**src/rtl/rtc_pkg.sv**
```systemverilog
package rtc_pkg;

    localparam int OPC_W = 3;

    localparam logic [OPC_W-1:0] OP_ADD = 3'd0;
    localparam logic [OPC_W-1:0] OP_ISZ = 3'd1;
    localparam logic [OPC_W-1:0] OP_BSA = 3'd2;

    // One state per clock slot; the operand slots are kept apart per
    // instruction so the sequencer needs no remembered opcode.
    typedef enum logic [4:0] {
        S_F_MAR, S_F_RD, S_F_MBR, S_F_IR,
        S_N_MAR, S_N_RD, S_N_MBR, S_N_IRA,
        S_A_MAR, S_A_RD, S_A_MBR, S_A_ACC,
        S_Z_MAR, S_Z_RD, S_Z_MBR, S_Z_INC, S_Z_WR,
        S_B_LINK, S_B_JUMP, S_B_STEP,
        S_T_SAVE, S_T_VECT, S_T_WR
    } slot_e;

    typedef struct packed {
        slot_e slot;
        logic  ien;
    } seq_t;

endpackage

```
**src/rtl/rtc_adder.sv**
```systemverilog
module rtc_adder #(
    parameter int W = 16
) (
    input  logic [W-1:0] a,
    input  logic [W-1:0] b,
    output logic [W-1:0] sum
);
    assign sum = a + b;
endmodule

```
**src/rtl/rtc_sequencer.sv**
```systemverilog
module rtc_sequencer
    import rtc_pkg::*;
(
    input  logic             clk,
    input  logic             rst_n,
    input  logic [OPC_W-1:0] mbr_opc,
    input  logic             mbr_ind,
    input  logic [OPC_W-1:0] ir_opc,
    input  logic             int_req,
    input  logic             int_en_set,
    output slot_e            slot_q,
    output logic             ien_q
);
    seq_t seq_d, seq_q;
    slot_e boundary;

    function automatic slot_e dispatch(input logic [OPC_W-1:0] opc, input slot_e fin);
        unique case (opc)
            OP_ADD:  return S_A_MAR;
            OP_ISZ:  return S_Z_MAR;
            OP_BSA:  return S_B_LINK;
            default: return fin;
        endcase
    endfunction

    always_comb begin
        seq_d    = seq_q;
        boundary = (int_req && seq_q.ien) ? S_T_SAVE : S_F_MAR;
        unique case (seq_q.slot)
            S_F_MAR:  seq_d.slot = S_F_RD;
            S_F_RD:   seq_d.slot = S_F_MBR;
            S_F_MBR:  seq_d.slot = S_F_IR;
            S_F_IR:   seq_d.slot = mbr_ind ? S_N_MAR : dispatch(mbr_opc, boundary);
            S_N_MAR:  seq_d.slot = S_N_RD;
            S_N_RD:   seq_d.slot = S_N_MBR;
            S_N_MBR:  seq_d.slot = S_N_IRA;
            S_N_IRA:  seq_d.slot = dispatch(ir_opc, boundary);
            S_A_MAR:  seq_d.slot = S_A_RD;
            S_A_RD:   seq_d.slot = S_A_MBR;
            S_A_MBR:  seq_d.slot = S_A_ACC;
            S_A_ACC:  seq_d.slot = boundary;
            S_Z_MAR:  seq_d.slot = S_Z_RD;
            S_Z_RD:   seq_d.slot = S_Z_MBR;
            S_Z_MBR:  seq_d.slot = S_Z_INC;
            S_Z_INC:  seq_d.slot = S_Z_WR;
            S_Z_WR:   seq_d.slot = boundary;
            S_B_LINK: seq_d.slot = S_B_JUMP;
            S_B_JUMP: seq_d.slot = S_B_STEP;
            S_B_STEP: seq_d.slot = boundary;
            S_T_SAVE: seq_d.slot = S_T_VECT;
            S_T_VECT: seq_d.slot = S_T_WR;
            S_T_WR:   seq_d.slot = S_F_MAR;
            default:  seq_d.slot = S_F_MAR;
        endcase
        if (seq_q.slot == S_T_SAVE) begin
            seq_d.ien = 1'b0;
        end else if (int_en_set) begin
            seq_d.ien = 1'b1;
        end
    end

    always_ff @(posedge clk or negedge rst_n) begin
        if (!rst_n) begin
            seq_q <= '{slot: S_F_MAR, ien: 1'b0};
        end else begin
            seq_q <= seq_d;
        end
    end

    assign slot_q = seq_q.slot;
    assign ien_q  = seq_q.ien;
endmodule

```
**src/rtl/rtc_datapath.sv**
```systemverilog
module rtc_datapath
    import rtc_pkg::*;
#(
    parameter int                ADDR_W    = 12,
    parameter logic [ADDR_W-1:0] SAVE_ADDR = '1,
    parameter logic [ADDR_W-1:0] ISR_ADDR  = '0,
    parameter logic [ADDR_W-1:0] RESET_PC  = '0
) (
    input  logic                clk,
    input  logic                rst_n,
    input  slot_e               slot_q,
    input  logic [ADDR_W+3:0]   mem_rdata,
    output logic [ADDR_W-1:0]   mem_addr,
    output logic                mem_rd,
    output logic                mem_wr,
    output logic [ADDR_W+3:0]   mem_wdata,
    output logic [OPC_W-1:0]    mbr_opc,
    output logic                mbr_ind,
    output logic [OPC_W-1:0]    ir_opc,
    output logic [ADDR_W-1:0]   pc_out,
    output logic [ADDR_W+3:0]   acc_out
);
    localparam int DATA_W  = ADDR_W + 4;
    localparam int EXT_W   = DATA_W - ADDR_W;
    localparam int OPC_LSB = DATA_W - OPC_W;
    localparam int IND_POS = OPC_LSB - 1;
    localparam logic [ADDR_W-1:0] PC_ONE  = 1;
    localparam logic [DATA_W-1:0] MBR_ONE = 1;

    typedef struct packed {
        logic [ADDR_W-1:0] pc;
        logic [ADDR_W-1:0] mar;
        logic [DATA_W-1:0] mbr;
        logic [OPC_W-1:0]  ir_opc;
        logic [ADDR_W-1:0] ir_addr;
        logic [DATA_W-1:0] acc;
    } regs_t;

    regs_t regs_d, regs_q;
    logic  rd_c, wr_c;
    logic [ADDR_W-1:0] pc_inc;
    logic [DATA_W-1:0] mbr_inc, acc_sum;

    rtc_adder #(.W(ADDR_W)) u_pc_inc  (.a(regs_q.pc),  .b(PC_ONE),     .sum(pc_inc));
    rtc_adder #(.W(DATA_W)) u_mbr_inc (.a(regs_q.mbr), .b(MBR_ONE),    .sum(mbr_inc));
    rtc_adder #(.W(DATA_W)) u_acc_add (.a(regs_q.acc), .b(regs_q.mbr), .sum(acc_sum));

    always_comb begin
        regs_d = regs_q;
        rd_c   = 1'b0;
        wr_c   = 1'b0;
        unique case (slot_q)
            S_F_MAR: regs_d.mar = regs_q.pc;
            S_F_RD: begin
                rd_c      = 1'b1;
                regs_d.pc = pc_inc;
            end
            S_F_IR: begin
                regs_d.ir_opc  = regs_q.mbr[DATA_W-1:OPC_LSB];
                regs_d.ir_addr = regs_q.mbr[ADDR_W-1:0];
            end
            S_N_MAR, S_A_MAR, S_Z_MAR: regs_d.mar = regs_q.ir_addr;
            S_N_RD, S_A_RD, S_Z_RD:    rd_c = 1'b1;
            S_F_MBR, S_N_MBR, S_A_MBR, S_Z_MBR: regs_d.mbr = mem_rdata;
            S_N_IRA: regs_d.ir_addr = regs_q.mbr[ADDR_W-1:0];
            S_A_ACC: regs_d.acc = acc_sum;
            S_Z_INC: regs_d.mbr = mbr_inc;
            S_Z_WR: begin
                wr_c = 1'b1;
                if (regs_q.mbr == '0) begin
                    regs_d.pc = pc_inc;
                end
            end
            S_B_LINK: begin
                regs_d.mar = regs_q.ir_addr;
                regs_d.mbr = {{EXT_W{1'b0}}, regs_q.pc};
            end
            S_B_JUMP: begin
                regs_d.pc = regs_q.ir_addr;
                wr_c      = 1'b1;
            end
            S_B_STEP: regs_d.pc = pc_inc;
            S_T_SAVE: regs_d.mbr = {{EXT_W{1'b0}}, regs_q.pc};
            S_T_VECT: begin
                regs_d.mar = SAVE_ADDR;
                regs_d.pc  = ISR_ADDR;
            end
            S_T_WR:  wr_c = 1'b1;
            default: ;
        endcase
    end

    always_ff @(posedge clk or negedge rst_n) begin
        if (!rst_n) begin
            regs_q    <= '0;
            regs_q.pc <= RESET_PC;
        end else begin
            regs_q <= regs_d;
        end
    end

    assign mem_addr  = regs_q.mar;
    assign mem_rd    = rd_c;
    assign mem_wr    = wr_c;
    assign mem_wdata = regs_q.mbr;
    assign mbr_opc   = regs_q.mbr[DATA_W-1:OPC_LSB];
    assign mbr_ind   = regs_q.mbr[IND_POS];
    assign ir_opc    = regs_q.ir_opc;
    assign pc_out    = regs_q.pc;
    assign acc_out   = regs_q.acc;
endmodule

```
**src/rtl/rt_ctrl_core.sv**
```systemverilog
module rt_ctrl_core
    import rtc_pkg::*;
#(
    parameter int                ADDR_W    = 12,
    parameter logic [ADDR_W-1:0] SAVE_ADDR = 12'hFF0,
    parameter logic [ADDR_W-1:0] ISR_ADDR  = 12'hF00,
    parameter logic [ADDR_W-1:0] RESET_PC  = 12'h000
) (
    input  logic              clk,
    input  logic              rst_n,
    input  logic              int_req,
    input  logic              int_en_set,
    output logic [ADDR_W-1:0] mem_addr,
    output logic              mem_rd,
    output logic              mem_wr,
    output logic [ADDR_W+3:0] mem_wdata,
    input  logic [ADDR_W+3:0] mem_rdata,
    output logic [ADDR_W-1:0] pc_out,
    output logic [ADDR_W+3:0] acc_out,
    output logic              int_en
);
    slot_e            slot_q;
    logic [OPC_W-1:0] mbr_opc, ir_opc;
    logic             mbr_ind;

    rtc_sequencer u_seq (
        .clk        (clk),
        .rst_n      (rst_n),
        .mbr_opc    (mbr_opc),
        .mbr_ind    (mbr_ind),
        .ir_opc     (ir_opc),
        .int_req    (int_req),
        .int_en_set (int_en_set),
        .slot_q     (slot_q),
        .ien_q      (int_en)
    );

    rtc_datapath #(
        .ADDR_W    (ADDR_W),
        .SAVE_ADDR (SAVE_ADDR),
        .ISR_ADDR  (ISR_ADDR),
        .RESET_PC  (RESET_PC)
    ) u_dp (
        .clk       (clk),
        .rst_n     (rst_n),
        .slot_q    (slot_q),
        .mem_rdata (mem_rdata),
        .mem_addr  (mem_addr),
        .mem_rd    (mem_rd),
        .mem_wr    (mem_wr),
        .mem_wdata (mem_wdata),
        .mbr_opc   (mbr_opc),
        .mbr_ind   (mbr_ind),
        .ir_opc    (ir_opc),
        .pc_out    (pc_out),
        .acc_out   (acc_out)
    );
endmodule

```
**config.mk**
```make
export PLATFORM = sky130hd
export DESIGN_NAME = rt_ctrl_core
export DESIGN_NICKNAME = d
export VERILOG_FILES = /design/src/rtl/rtc_pkg.sv /design/src/rtl/rtc_adder.sv /design/src/rtl/rtc_sequencer.sv /design/src/rtl/rtc_datapath.sv /design/src/rtl/rt_ctrl_core.sv
export SDC_FILE = /design/constraint.sdc
export NUM_CORES = 1
export LEC_CHECK = 0
export ABC_AREA = 1
export BUFFER_PORTS_ARGS = -buffer_cell sky130_fd_sc_hd__buf_2
export CAP_MARGIN = 15
export CORE_ASPECT_RATIO = 0.5
export CORE_MARGIN = 5
export CORE_UTILIZATION = 30
export CTS_CLUSTER_SIZE = 40
export DETAILED_ROUTE_END_ITERATION = 10
export MAX_ROUTING_LAYER = met4
export PLACE_DENSITY = 0.43
export SYNTH_ARGS = -nofsm -noshare
export SYNTH_HDL_FRONTEND = slang
export SYNTH_SLANG_ARGS = --single-unit
export TNS_END_PERCENT = 10
```
**constraint.sdc**
```tcl
create_clock -name clk -period 3.2 [get_ports clk]
set_input_delay 0.32 -clock clk [delete_from_list [all_inputs] [get_ports clk]]
set_output_delay 0.32 -clock clk [all_outputs]
set_load 0.05 [all_outputs]
```
Word-level counts from Yosys, hierarchy flattened
Cells that the tools add are included.
{ "word_totals": {"reg_bits": 77, "word_cells": 69, "output_inout_bits": 59, "in_bits": 20} }
{ "classes": {"n_eq_ne": 27, "n_reduce_logical": 18, "n_addsub": 3, "muxes": 13} }
{ "op_table": {"columns": ["cell", "count"], "rows": [
  ["$pmux W5 S20", 1],
  ["$pmux W12 S4", 1],
  ["$pmux W16 S3", 1],
  ["$eq A5 B4 Y1 const B", 8],
  ["$pmux W12 S3", 1],
  ["$eq A5 B5 Y1 const B", 7],
  ["$pmux W5 S3", 2],
  ["$eq A5 B3 Y1 const B", 4],
  ["$add A16 B1 Y16 const B", 1],
  ["$add A16 B16 Y16", 1],
  ["$logic_not A16 Y1", 1],
  ["$add A12 B1 Y12 const B", 1],
  ["$mux W12", 1],
  ["$reduce_or A4 Y1", 3],
  ["$eq A5 B2 Y1 const B", 2],
  ["$mux W5", 2],
  ["$eq A3 B1 Y1 const B", 2],
  ["$eq A3 B2 Y1 const B", 2],
  ["$logic_not A3 Y1", 2],
  ["$reduce_bool A3 Y1", 2],
  ["$reduce_or A2 Y1", 3],
  ["$reduce_or A3 Y1", 2],
  ["$eq A5 B1 Y1 const B", 1],
  ["$logic_not A5 Y1", 1],
  ["other kinds (6)", 9]
]} }

Logic depth before layout (Yosys ltp)
{ "logic_depth": {"depth_word": 5, "mapped_depth": 11, "ltp_nobuf": 11} }

Cells and area by module
Synthesis repeated with hierarchy kept, for this count alone.
{ "unflattened": {"cells_unflattened": 1093, "hier_area_um2": 7348.3} }
{ "modules_own_cells": {"columns": ["mod", "cells_per_inst", "area_each_um2", "n_inst", "seq_area_each_um2"], "rows": [
  ["rtc_datapath", 522, 4269.1, 1, 1776.7],
  ["rtc_adder at u_dp.u_mbr_inc", 176, 930.9, 1, 0.0],
  ["rtc_adder at u_dp.u_acc_add", 176, 928.4, 1, 0.0],
  ["rtc_adder at u_dp.u_pc_inc", 119, 634.4, 1, 0.0],
  ["rtc_sequencer", 100, 585.6, 1, 150.1]
]} }

Worst setup path after synthesis
OpenSTA, ideal clock, no wires.
{ "synth_path": {"kind": "register to output", "start": "register u_seq.seq_q, in the netlist u_seq.slot_q[2]", "end": "output mem_wr", "required_ns": 2.880, "slack_ns": -0.058, "stages_incl_launch_ff": 2, "t_arrival_ns": 2.938, "path_buffers": 0, "cell_sequence": "dfrtp_1 -> a2111oi_0"} }
{ "synth_via": {"elab_chain_cells": 3, "word_cells_on_any_way": 5, "cone_classes": "eq/ne (3); mux (1); reduce/logical (1)"} }
{ "synth_rtl": {"columns": ["element", "line", "text"], "rows": [
  ["from (decl)", "rtc_sequencer.sv:14", "seq_t seq_d, seq_q;"],
  ["from (signal assigned)", "rtc_sequencer.sv:64", "seq_q <= '{slot: S_F_MAR, ien: 1'b0};"],
  ["from (signal assigned)", "rtc_sequencer.sv:66", "seq_q <= seq_d;"],
  ["$eq A5 B5 Y1", "rtc_datapath.sv:52", "unique case (slot_q)"],
  ["$reduce_or A3 Y1 (no source line) (*)", null, null],
  ["$mux W1 (*)", "rtc_datapath.sv:52", null],
  ["to (decl)", "rt_ctrl_core.sv:15", "output logic mem_wr,"]
]} }
Every way passes the cells marked *; elsewhere a longest branch is shown, timed or not.

Final worst setup path
{ "layout_path": {"start": "register u_seq.seq_q, in the netlist u_seq.slot_q[4]", "end": "register u_dp.regs_q[37], in the netlist u_dp.mem_wdata[6]"} }
{ "layout_via": {"elab_chain_cells": 3, "word_cells_on_any_way": 11, "cone_classes": "eq/ne (7); mux (1); reduce/logical (3)"} }
{ "layout_rtl": {"columns": ["element", "line", "text"], "rows": [
  ["$eq A5 B2 Y1, or another cell as far along", "rtc_datapath.sv:52", null],
  ["$reduce_or A4 Y1 or $reduce_or A2 Y1 (tied branches)", null, null],
  ["$pmux W16 S3 or $reduce_bool A3 Y1 (tied branches)", null, null],
  ["to (signal assigned)", "rtc_datapath.sv:98", "regs_q <= regs_d;"],
  ["to (decl)", "rtc_datapath.sv:39", "regs_t regs_d, regs_q;"]
]} }
Parallel ways exist; a longest one is shown, timed or not.
A chain may end at the register's enable or synchronous reset.

==> flow_summary.toml <==
[clock_tree]
insertion_delay_ns = 0.35
cts_setup_buffers = 0
cts_tree = "built"
numCtsBuffers = 9
clk_pin_slew_ns = 0.07
cts_max_level = 3
cts_root_buffer = "clkbuf_16"
clock_tree.buffer_depth = 2
clock-sinks = 77

[floorplanning]
core-area_um2 = 18520
initial_core_util_pct = 30.69
rows = 35
die_area_um2 = 21970
fp.dieH_um = 107.3
die_w_um = 204.7
ioPinCount = 79

[timing]
fin_ws_ns = 0.8160
finalHoldViolations = 0
hold_ws_ns = 0.1768
rsz0062_at_grt = "no"
max_slew.worst_pin.slew_ns = 0.7795
fmax_mhz = 419.5
fin_crit_ns = 2.384
tns_ns = 0
finalSetupViolCount = 0
finClkSkew_ns = 0.01181
max_slew_margin_pct = 47.89
final_max_slew_viol_count = 0
period_share_pct = 74.50

[worst_hold_path]
holdCritPathClass = "primary input to flop"

[cells_and_area]
diodes = 0
layout-drive-gt1-share_pct = 15.56
synthToLayoutAreaGrowth_pct = 9.331
seqCellArea_um2 = 1927
nets = 908
fill_cells = 2079
multiInputGateArea_um2 = 2913

[setup_path]
crit_type = "flop to flop"
regToRegSetupSlack_ns = 0.82
worstSetupStartpointType = "flop"
r2r-end = "u_dp.mem_wdata[6]"
arrival_ns = 2.63
r2r_start = "u_seq.slot_q[4]"
cp_data_required_time_ns = 3.44
crit_end = "u_dp.mem_wdata[6]"
crit_path_start = "u_seq.slot_q[4]"
rr_worst_depth = 9
critPathMaxFanout = 17
end_kind = "flop"

[grt]
grt_pass1_wl_um = 28150
antenna_found_initial = 0
grt_overflow_total = 0
grt_usage_pct = 16.68
grt_start_max_net_pins = 39
grt_pass1_vias = 5092

[synthesis]
ys_warn_count = 0
synth_top_cell_area_share_pct = 33.89
synthCells = 845
synth_area_leaders = "dfrtp_1 34%, nand2_1 20%, buf_4 7.4%"
synth_area_um2 = 5685
async_reset_ff_share_pct = 100.0
seq_area_frac_synth_pct = 33.89
ys_seq_elements = 77
synth.avg_cell_area_um2 = 6.728
synth_ff_type = "dfrtp_1"
synth_commonest_cells = "300 x nand2_1, 79 x inv_1, 77 x dfrtp_1"
synth_nets = 884
yosysMostFrequentCell = "nand2_1"
yosys.area.top_type = "dfrtp_1"
synthDistinctLibCells = 35
synth_edf_count = 0

[place]
gp_congestion = 0.8597
post-place-ws_ns = 0.7841
io_buffer_count = 78
dp_hpwl_um = 13580

[drt]
wl_met3_um = 716
vias = 5323
met1_length_um = 8943
wl_met2_um = 7631
drc = 0
wirelength_um = 17500
drtIter0Drc = 275
firstDrtPassIters = 5
wl_per_cell_um = 15.45
maxUsedRoutingLayer = "met4"
antenna_left = 0
routed_via_density = 4.698

[outcome]
status = "finished clean"

[run]
maxCapViolCount = 0
[per-stage QoR]
stage	utilization, %	cells	instance area, um2
6_report	33.56	1133	6216
3_5_place_dp	31.98	1116	5924
4_1_cts	33.56	1133	6216
2_1_floorplan	-	845	5687
3_3_place_gp	31.98	1116	5924
5_1_grt	33.56	1133	6216
[critical path: stages, from the launching register on]
cell     delay (ns)
dfrtp_1        0.65
inv_2          0.15
nand3_1        0.17
nor2_4         0.13
inv_2          0.13
nand3_2        0.09
nor2_2         0.47
inv_2          0.27
o21ai_0        0.14
nand2_1        0.06
[repair_timing]
| item | 4_1_cts | 5_1_grt |
|---|---|---|
| hold endpoints to repair | 36 | 0 |
| hold buffers | 1 | 0 |
| gates resized for setup | 0 | 0 |
[logic make-up (layout without fill, tap and decap cells)]
family	after synthesis	count (layout)	share of synthesized area (%)
and+or+nand+nor	493	493	37.70
xor gates and xnor gates	5	5	0.7704
DFF	77	77	33.89
AOI/OAI and AO/OA	90	90	8.429
buffers and inverters	161	190	14.90
adders and majority gates	19	19	4.313
[per-layer routing]
metal / global-route usage [%] / vias to the layer above
met5: - / -
met4: 3.966 / 0
met3: 3.402 / 17
met2: 25.33 / 99
met1: 23.00 / 2496
li1: - / 2711
[placed cells by master, fill, tap and decap left out, types with 12 or more instances in the layout]
cell type  count
a21oi_1       19
buf_2         77
dfrtp_1       77
ha_1          18
inv_1         79
inv_2         13
nand2_1      300
nand3_1       75
nand4_1       12
nor2_1        53
nor3_1        18
o21ai_0       38
o21ai_1       18
[cell type report]
class,instances,area share (%)
multi-input combinational,607,46.86
tap,259,5.213
clock buffer,9,3.623
clock inverter,7,0.9058
sequential,77,31.00
inverter,92,5.556
timing repair buffer,82,6.844
[how the worst min path moves through the flow]
stage | start | endpoint | slack, ns | cells past startpoint
5_1_grt | int_en_set | u_seq.ien_q | 0.18 | 3
3_3_place_gp | rst_n | u_dp.acc_out[14] | 0.35 | 1
2_1_floorplan | rst_n | u_dp.acc_out[0] | 0.02 | 0
4_1_cts | int_en_set | u_seq.ien_q | 0.17 | 3
3_5_place_dp | rst_n | u_dp.acc_out[14] | 0.35 | 1
6_report | int_en_set | u_seq.ien_q | 0.18 | 3
[flip-flops by register name, indices dropped and copies added (netlist names)]
register / count
u_seq.ien_q: 1
u_dp.acc_out: 16
u_dp.mem_addr: 12
u_dp.ir_opc: 3
u_dp.regs_q: 12
u_seq.slot_q: 5
u_dp.pc_out: 12
u_dp.mem_wdata: 16
Power is not shown: default switching activity piles up to over one toggle a cycle in this logic, so the estimate is an artifact.
